===== config.mk =====
export PLATFORM = sky130hd
export DESIGN_NAME = sysctl_regs
export DESIGN_NICKNAME = d
export VERILOG_FILES = /design/src/rtl/sysctl_pkg.sv /design/src/rtl/sysctl_ctrl.sv /design/src/rtl/sysctl_dp.sv /design/src/rtl/sysctl_regs.sv
export SDC_FILE = /design/constraint.sdc
export NUM_CORES = 1
export LEC_CHECK = 0
export ABC_AREA = 1
export BUFFER_PORTS_ARGS = -buffer_cell sky130_fd_sc_hd__buf_4
export CAP_MARGIN = 30
export CORE_UTILIZATION = 60
export DETAILED_ROUTE_END_ITERATION = 8
export PLACE_DENSITY = 0.84
export SLEW_MARGIN = 20
export SYNTH_ARGS = -nofsm -noshare
export SYNTH_HDL_FRONTEND = slang
export SYNTH_SLANG_ARGS = --single-unit

===== constraint.sdc =====
create_clock -name clk -period 6.42 [get_ports clk]
set_clock_uncertainty 0.1 [all_clocks]
set_input_delay 0.321 -clock clk [delete_from_list [all_inputs] [get_ports clk]]
set_output_delay 0.321 -clock clk [all_outputs]
set_load 0.02 [all_outputs]

===== src/rtl/sysctl_pkg.sv =====
package sysctl_pkg;

  localparam int unsigned WORD_W = 32;

  localparam logic [11:0] OFF_CFG0  = 12'h000;
  localparam logic [11:0] OFF_CFG1  = 12'h004;
  localparam logic [11:0] OFF_CFG3  = 12'h00C;
  localparam logic [11:0] OFF_CFG4  = 12'h010;
  localparam logic [11:0] OFF_RTN   = 12'h0A0;
  localparam logic [11:0] OFF_OUT   = 12'h0A4;
  localparam logic [11:0] OFF_CTRL  = 12'h0A8;
  localparam logic [11:0] OFF_STAT  = 12'h0AC;
  localparam logic [11:0] OFF_LOCK  = 12'h100;
  localparam logic [11:0] OFF_AUXID = 12'hFF8;
  localparam logic [11:0] OFF_ID    = 12'hFFC;

  // Control-word bits that survive a write: direction, function, device
  localparam logic [WORD_W-1:0] CTRL_KEEP  = 32'h43F0_0FFF;
  localparam logic [WORD_W-1:0] CTRL_RESET = 32'h0010_0000;
  localparam logic [23:0]       LOCK_FIXED = 24'hFF_0001;

  typedef enum logic [3:0] {
    SEL_ZERO, SEL_CFG0, SEL_CFG1, SEL_CFG4, SEL_RTN, SEL_OUT,
    SEL_CTRL, SEL_STAT, SEL_LOCK, SEL_AUXID, SEL_ID
  } rdSel_t;

  typedef struct packed {
    logic        wrCfg0;
    logic        wrCfg1;
    logic        wrOut;
    logic        wrCtrl;
    logic        wrLock;
    logic        chanStart;
    logic        chanErr;
    logic        oscWr;
    logic        rtnLd;
    logic [11:0] devIdx;
    logic        rdLoad;
    rdSel_t      rdSel;
  } sysctlStrb_t;

endpackage


===== src/rtl/sysctl_ctrl.sv =====
module sysctl_ctrl
  import sysctl_pkg::*;
#(
  parameter int unsigned NUM_OSC = 3
) (
  input  logic              wrEn,
  input  logic              rdEn,
  input  logic [11:0]       addr,
  input  logic [WORD_W-1:0] wrData,
  output sysctlStrb_t       strb
);

  logic [5:0]  funcCode;
  logic [11:0] devField;
  logic        badReq;

  assign funcCode = wrData[25:20];
  assign devField = wrData[11:0];
  assign badReq   = (funcCode != 6'd1) || ({20'd0, devField} >= NUM_OSC);

  always_comb begin
    strb           = '0;
    strb.wrCfg0    = wrEn && (addr == OFF_CFG0);
    strb.wrCfg1    = wrEn && (addr == OFF_CFG1);
    strb.wrOut     = wrEn && (addr == OFF_OUT);
    strb.wrCtrl    = wrEn && (addr == OFF_CTRL);
    strb.wrLock    = wrEn && (addr == OFF_LOCK);
    strb.chanStart = strb.wrCtrl && wrData[31];
    strb.chanErr   = strb.chanStart && badReq;
    strb.oscWr     = strb.chanStart && !badReq && wrData[30];
    strb.rtnLd     = strb.chanStart && !badReq && !wrData[30];
    strb.devIdx    = devField;
    strb.rdLoad    = rdEn;
    unique case (addr)
      OFF_CFG0:  strb.rdSel = SEL_CFG0;
      OFF_CFG1:  strb.rdSel = SEL_CFG1;
      OFF_CFG4:  strb.rdSel = SEL_CFG4;
      OFF_RTN:   strb.rdSel = SEL_RTN;
      OFF_OUT:   strb.rdSel = SEL_OUT;
      OFF_CTRL:  strb.rdSel = SEL_CTRL;
      OFF_STAT:  strb.rdSel = SEL_STAT;
      OFF_LOCK:  strb.rdSel = SEL_LOCK;
      OFF_AUXID: strb.rdSel = SEL_AUXID;
      OFF_ID:    strb.rdSel = SEL_ID;
      default:   strb.rdSel = SEL_ZERO;
    endcase
  end

endmodule


===== src/rtl/sysctl_dp.sv =====
module sysctl_dp
  import sysctl_pkg::*;
#(
  parameter int unsigned              NUM_OSC    = 3,
  parameter logic [NUM_OSC*WORD_W-1:0] OSC_RESET = {32'd25000000, 32'd24576000, 32'd50000000},
  parameter logic [WORD_W-1:0]        CFG4_VAL   = 32'h0000_0002,
  parameter logic [WORD_W-1:0]        AUX_ID_VAL = 32'h0102_0304,
  parameter logic [WORD_W-1:0]        ID_VAL     = 32'h4151_0200
) (
  input  logic              clk,
  input  logic              rstN,
  input  sysctlStrb_t       strb,
  input  logic [WORD_W-1:0] wrData,
  output logic [WORD_W-1:0] rdData,
  output logic [7:0]        ledOut
);

  logic [WORD_W-1:0] cfg0Q, cfg1Q, rtnQ, outQ, ctrlQ;
  logic [1:0]        statQ;
  logic [7:0]        lockMaskQ;
  logic [WORD_W-1:0] oscQ [NUM_OSC];
  logic [WORD_W-1:0] oscSel;
  logic [WORD_W-1:0] rdMux;

  always_ff @(posedge clk) begin
    if (!rstN) begin
      cfg0Q     <= '0;
      cfg1Q     <= '0;
      outQ      <= '0;
      rtnQ      <= '0;
      ctrlQ     <= CTRL_RESET;
      statQ     <= '0;
      lockMaskQ <= 8'hFF;
    end else begin
      if (strb.wrCfg0) cfg0Q <= wrData;
      if (strb.wrCfg1) cfg1Q <= wrData;
      if (strb.wrOut)  outQ  <= wrData;
      if (strb.wrLock) lockMaskQ <= wrData[31:24];
      if (strb.wrCtrl) begin
        ctrlQ <= wrData & CTRL_KEEP;
        statQ <= {strb.chanErr, strb.chanStart};
      end
      if (strb.rtnLd) rtnQ <= oscSel;
    end
  end

  for (genvar g = 0; g < NUM_OSC; g++) begin : g_osc
    always_ff @(posedge clk) begin
      if (!rstN) begin
        oscQ[g] <= OSC_RESET[g*WORD_W +: WORD_W];
      end else if (strb.oscWr && (strb.devIdx == 12'(g))) begin
        oscQ[g] <= outQ;
      end
    end
  end

  always_comb begin
    oscSel = '0;
    for (int i = 0; i < NUM_OSC; i++) begin
      if (strb.devIdx == 12'(i)) oscSel = oscQ[i];
    end
  end

  always_comb begin
    unique case (strb.rdSel)
      SEL_CFG0:  rdMux = cfg0Q;
      SEL_CFG1:  rdMux = cfg1Q;
      SEL_CFG4:  rdMux = CFG4_VAL;
      SEL_RTN:   rdMux = rtnQ;
      SEL_OUT:   rdMux = outQ;
      SEL_CTRL:  rdMux = ctrlQ;
      SEL_STAT:  rdMux = {30'd0, statQ};
      SEL_LOCK:  rdMux = {lockMaskQ, LOCK_FIXED};
      SEL_AUXID: rdMux = AUX_ID_VAL;
      SEL_ID:    rdMux = ID_VAL;
      default:   rdMux = '0;
    endcase
  end

  always_ff @(posedge clk) begin
    if (!rstN)            rdData <= '0;
    else if (strb.rdLoad) rdData <= rdMux;
  end

  assign ledOut = cfg1Q[7:0];

endmodule


===== src/rtl/sysctl_regs.sv =====
module sysctl_regs
  import sysctl_pkg::*;
#(
  parameter int unsigned              NUM_OSC    = 3,
  parameter logic [NUM_OSC*WORD_W-1:0] OSC_RESET = {32'd25000000, 32'd24576000, 32'd50000000},
  parameter logic [WORD_W-1:0]        CFG4_VAL   = 32'h0000_0002,
  parameter logic [WORD_W-1:0]        AUX_ID_VAL = 32'h0102_0304,
  parameter logic [WORD_W-1:0]        ID_VAL     = 32'h4151_0200
) (
  input  logic        clk,
  input  logic        rstN,
  input  logic        wrEn,
  input  logic        rdEn,
  input  logic [11:0] addr,
  input  logic [31:0] wrData,
  output logic [31:0] rdData,
  output logic [7:0]  ledOut
);

  sysctlStrb_t strb;

  sysctl_ctrl #(.NUM_OSC(NUM_OSC)) i_ctrl (
    .wrEn   (wrEn),
    .rdEn   (rdEn),
    .addr   (addr),
    .wrData (wrData),
    .strb   (strb)
  );

  sysctl_dp #(
    .NUM_OSC    (NUM_OSC),
    .OSC_RESET  (OSC_RESET),
    .CFG4_VAL   (CFG4_VAL),
    .AUX_ID_VAL (AUX_ID_VAL),
    .ID_VAL     (ID_VAL)
  ) i_dp (
    .clk    (clk),
    .rstN   (rstN),
    .strb   (strb),
    .wrData (wrData),
    .rdData (rdData),
    .ledOut (ledOut)
  );

endmodule


# Yosys cells after proc, flatten, opt, wreduce, memory -nomap -nowiden
# Memories as Yosys holds them, arrays and structs flattened.
# Index checks and enable logic that the tools add are counted.
# totals
register_bits,189
latchBits,0
ramBits,96
rom_bits,0
in_bits,48
output_inout_bits,40
memories,1
# op_classes
n_addsub,0
mul,0
div,0
order_cmp,1
eq_ne,22
n_shift,0
mux,18
bitwise_logic,3
reduce_logical,18
# memory_table
name,words,width,read_ports,rd_clocked_by_memory_dff,write_ports,line_no,source
i_dp.oscQ,3,32,3,0,3,sysctl_dp.sv:21,logic [WORD_W-1:0] oscQ [NUM_OSC];
# ops
operator,count
case mux 32 bit (10 select lines),1
two-way mux 32 bit,6
"equality test 12 x 8 -> 1 bit, second input constant",4
case mux 4 bit (10 select lines),1
"equality test 12 bit, second input constant",2
zero test 12 bit,2
"equality test 4 x 3 -> 1 bit, second input constant",4
logical AND 1 bit,13
"equality test 12 x 1 -> 1 bit, second input constant",1
"equality test 12 x 2 -> 1 bit, second input constant",1
"equality test 12 x 3 -> 1 bit, second input constant",1
"equality test 12 x 5 -> 1 bit, second input constant",1
"equality test 12 x 9 -> 1 bit, second input constant",1
"equality test 4 bit, second input constant",3
"greater-or-equal comparator 12 x 2 -> 1 bit, second input constant",1
two-way mux 1 bit,10
"equality test 4 x 2 -> 1 bit, second input constant",2
"inequality test 6 x 1 -> 1 bit, second input constant",1
"equality test 4 x 1 -> 1 bit, second input constant",1
OR 1 bit,3
zero test 1 bit,2
logical OR 1 bit,1

# Longest topological paths before layout
# logic_depth
depth_word,10
ltp_mapped,14

# Hierarchy
# Synthesis repeated with hierarchy kept, for this count alone.
# unflattened
cells_unflattened,1695
hier_area_um2,12884.9
# modules_own_cells
mod,instances,cells_each,area_each_um2,seq_area_each_um2
sysctl_dp,1,1604,12435.7,6666.4
sysctl_ctrl,1,91,449.2,0.0

# Least setup slack after synthesis
# OpenSTA, ideal clock, no wires.
# synth_path
path_kind,in2reg
from,input addr[1]
to,memory i_dp.oscQ[0][0] (enable)
setup_time_ps,389
arrival_time_ps,2017
setup_slack_ps,3914
cell_stages,9
n_path_buf,0
cell_sequence,nor2_1 -> nand2_1 -> nor2_1 -> nand2_4 -> nor2_8 -> nand2_4 -> nor3_4 -> nand2_1 -> nand2_1
# synth_lines
element,line_no,source
start: declaration,sysctl_regs.sv:14,"input logic [11:0] addr,"
end: declaration,sysctl_dp.sv:21,

==> results.sh <==
export IMPL_utilization=0.7147
export IMPL_dieArea_mm2=0.02080
export IMPL_whs_endpoint="i_dp.cfg0Q[10]"
export IMPL_wire_per_inst_um=18.80
export IMPL_yosys_area_top_type="dfxtp_1"
export IMPL_dp_hpwl_um=21350
export IMPL_synth_top_family_by_area="simple AND/OR/NAND/NOR gates"
export IMPL_setup_viol=0
export IMPL_cts_made_buffers=28
export IMPL_endpoint_kind="register"
export IMPL_drcViolationCount=0
export IMPL_antenna_left=0
export IMPL_antenna_found_initial=0
export IMPL_ir_drop_v=0.0001938
export IMPL_cp_start_kind="input port"
export IMPL_drv_slew=0
export IMPL_powerDensity_mw_per_mm2=260.9
export IMPL_max_stage_delay_ns=0.55
export IMPL_multi_input_area_mm2=0.004277
export IMPL_critical_path_slowest_cell="dlygate4sd3_1"
export IMPL_drt_iter0_markers=864
export IMPL_synth_xor_area_frac=0
export IMPL_crit_fanout=22
export IMPL_p_switching_uw=772.3
export IMPL_crit_family="buffers and inverters"
export IMPL_rsz0062_at_grt="false"
export IMPL_first_pass_iters=7
export IMPL_clock_sinks=285
export IMPL_seq_area_mm2=0.006666
export IMPL_clockBufferDepth=3
export IMPL_crit_arrival_ns=3.61
export IMPL_via_per_inst=5.931
export IMPL_avgSynthCellArea_um2=8.482
export IMPL_core_mm2=0.01965
export IMPL_ioPinCount=88
export IMPL_drv_cap=0
export IMPL_netlist_area_mm2=0.01214
export IMPL_max_slew_margin=0.3233
export IMPL_cts_tree="done"
export IMPL_crit_type="input port to register"
export IMPL_ys_warn_count=0
export IMPL_synth_distinct_cells=30
export IMPL_setup_slack_ns=3.087
export IMPL_hp_start="wrData[10]"
export IMPL_num_rows=51
export IMPL_nFillCells=1484
export IMPL_startpoint="wrData[11]"
export IMPL_fin_crit_sh=0.5191
export IMPL_worstHoldPathCells=3
export IMPL_crit_reg2reg_capture="i_dp.rdData[6]"
export IMPL_fin_crit_ns=3.333
export IMPL_rr_worst_depth=6
export IMPL_final_cells=1778
export IMPL_pwr_share_clk=0.453
export IMPL_grt_pass1_vias=9982
export IMPL_place_ws_ns=2.957
export IMPL_die_w_um=144.2
export IMPL_synth_top_area_share=0.3117
export IMPL_synth_main_ff_cell="dfxtp_1"
export IMPL_place_inst=1700
export IMPL_drive_gt1_frac=0.1223
export IMPL_clock_latency_ns=0.55
export IMPL_grt_pass1_wl_um=51850
export IMPL_ys_seq_elements=285
export IMPL_hold_viol_final=0
export IMPL_syn_inst=1431
export IMPL_tightest_slew_ns=1.013
export IMPL_async_flop_share=0
export IMPL_routabilityCongestion=0.9327
export IMPL_muxShareOfSynthArea=0
export IMPL_crit_path_cell_trace="dlygate4sd3_1 -> buf_4 -> inv_1 -> nand4_1 -> nor2_1 -> nand3_1 -> inv_1 -> buf_8 -> nand2_1 -> nor2_2 -> inv_2 -> nor2_1"
export IMPL_die_h_um=144.2
export IMPL_crit_buf_inv=6
export IMPL_cts_root_buf="clkbuf_16"
export IMPL_internal_power_uw=2893
export IMPL_syn2layout_area_growth_pct=15.72
export IMPL_p_seq_frac=0.514
export IMPL_grt_overflow_total=0
export IMPL_num_vias=10546
export IMPL_synthSimpleGateAreaFrac=0.1759
export IMPL_final_setup_tns_ns=0
export IMPL_fmax_mhz=300.1
export IMPL_synth_compound_area_share=0.1750
export IMPL_synthAdderAreaFrac=0
export IMPL_p_sw_frac=0.2107
export IMPL_syn_num_nets=1479
export IMPL_r2r_slack_ns=5.09
export IMPL_cts_setup_buffers=0
export IMPL_p_comb_frac=0.033
export IMPL_drt_wl_total_um=33430
export IMPL_synthTopCellsByArea="dfxtp_1 (31%), edfxtp_1 (24%), nand2_1 (7.5%), inv_1 (6.2%), nor2_1 (4.4%)"
export IMPL_io_buffers=87
export IMPL_grt_start_max_net_pins=89
export IMPL_fin_nets=1539
export IMPL_hp_class="input port to register"
export IMPL_htree_num_levels=1
export IMPL_status="complete, no violations"
export IMPL_clk_pin_slew_ns=0.06
export IMPL_required_ns=6.70
export IMPL_antenna_cells=0
export IMPL_grt_total_usage=0.3287
export IMPL_rr_startpoint="i_dp.outQ[6]"
export IMPL_initial_core_util=0.6176
export IMPL_leakage_uw=0.005095
export IMPL_synth_edff_count=96
export IMPL_yosysSeqAreaShare=0.5492
==> cells by family after synthesis <==
logic type / after synthesis
buffers and inverters: 302
DFF: 285
and+or+nand+nor: 493
AOI/OAI and AO/OA: 351
==> power groups by stage <==
stage	registers, µW	clock network (µW)	logic, µW
after global routing	1890	1740	126
final	1880	1660	120
after global placement	1920	0	99.7
after floorplan	1920	0	50.6
after CTS	1880	1660	116
after detailed placement	1920	0	103
==> synthesized netlist by cell type (31+ instances only) <==
cell,number
a31oi_1,33
edfxtp_1,96
clkbuf_1,57
a211oi_1,65
a21oi_1,91
inv_1,200
nand4_1,31
dfxtp_1,189
nor2_1,143
nand3_1,39
nand2_1,242
o21ai_0,101
a22o_1,32
==> state kept, by name, indices dropped and copies added (netlist names) <==
register / count
i_dp.cfg1Q: 32
i_dp.cfg0Q: 32
i_dp.ctrlQ: 19
i_dp.lockMaskQ: 8
i_dp.rdData: 32
i_dp.statQ: 2
i_dp.oscQ: 96
i_dp.rtnQ: 32
i_dp.outQ: 32
==> what timing repair did <==
item | 4_1_cts | 5_1_grt
resized for setup | 0 | 0
hold endpoints to repair | 52 | 0
hold buffers | 25 | 0
==> per-layer routing <==
metal  part of all wire  global-route usage  vias up
li1                   -                   -     4900
met1               0.37              0.3966     4963
met2               0.48              0.5510      549
met3              0.084             0.05331      134
met4              0.061              0.2050        0
met5                  0                   0        -
==> how the worst max path moves through the flow <==
| stage | to | cells after the start |
|---|---|---|
| after floorplan | i_dp.oscQ[0][0] | 9 |
| after global placement | i_dp.oscQ[0][29] | 10 |
| after detailed placement | i_dp.oscQ[0][2] | 12 |
| after CTS | i_dp.oscQ[0][2] | 12 |
| after global routing | i_dp.oscQ[0][26] | 12 |
| final | i_dp.oscQ[0][2] | 12 |
==> tightest hold or removal path: cells and delay by family <==
| kind | cells | cell delay, ns |
|---|---|---|
| AOI/OAI and AO/OA | 2 | 0.20 |
| buffers and inverters | 1 | 0.08 |
==> per-stage QoR <==
step	cell area [µm²]	hold WS [ns]	total power, µW
after detailed placement	12830	0.3429	2027
after global routing	14050	0.01531	3756
after floorplan	12140	0.3245	1974
after CTS	14020	0.004412	3663
after global placement	12780	0.3374	2022
final	14050	0.007371	3665
==> cells in the final DEF, fill, tap and decap left out, types with 9 or more instances in the layout <==
cell,Yosys,final
a211oi_1,65,65
a21oi_1,91,91
a22o_1,32,32
a31oi_1,33,33
buf_4,8,98
clkbuf_16,0,31
dfxtp_1,189,189
dlygate4sd3_1,0,25
edfxtp_1,96,96
inv_1,200,200
nand2_1,242,241
nand3_1,39,39
nand4_1,31,31
nor2_1,143,141
nor2_2,20,20
o211ai_1,9,9
o21ai_0,101,101
o22ai_1,17,17
==> cell type report <==
type                       instances  share of cell area
clock buffer                      44             0.06227
clock inverter                     8            0.004721
inverter                         206             0.05514
multi-input combinational        844              0.3045
sequential                       285              0.4746
tap                              265             0.02361
timing repair buffer             126             0.07518
No activity file was read; power rests on OpenSTA's default activity.
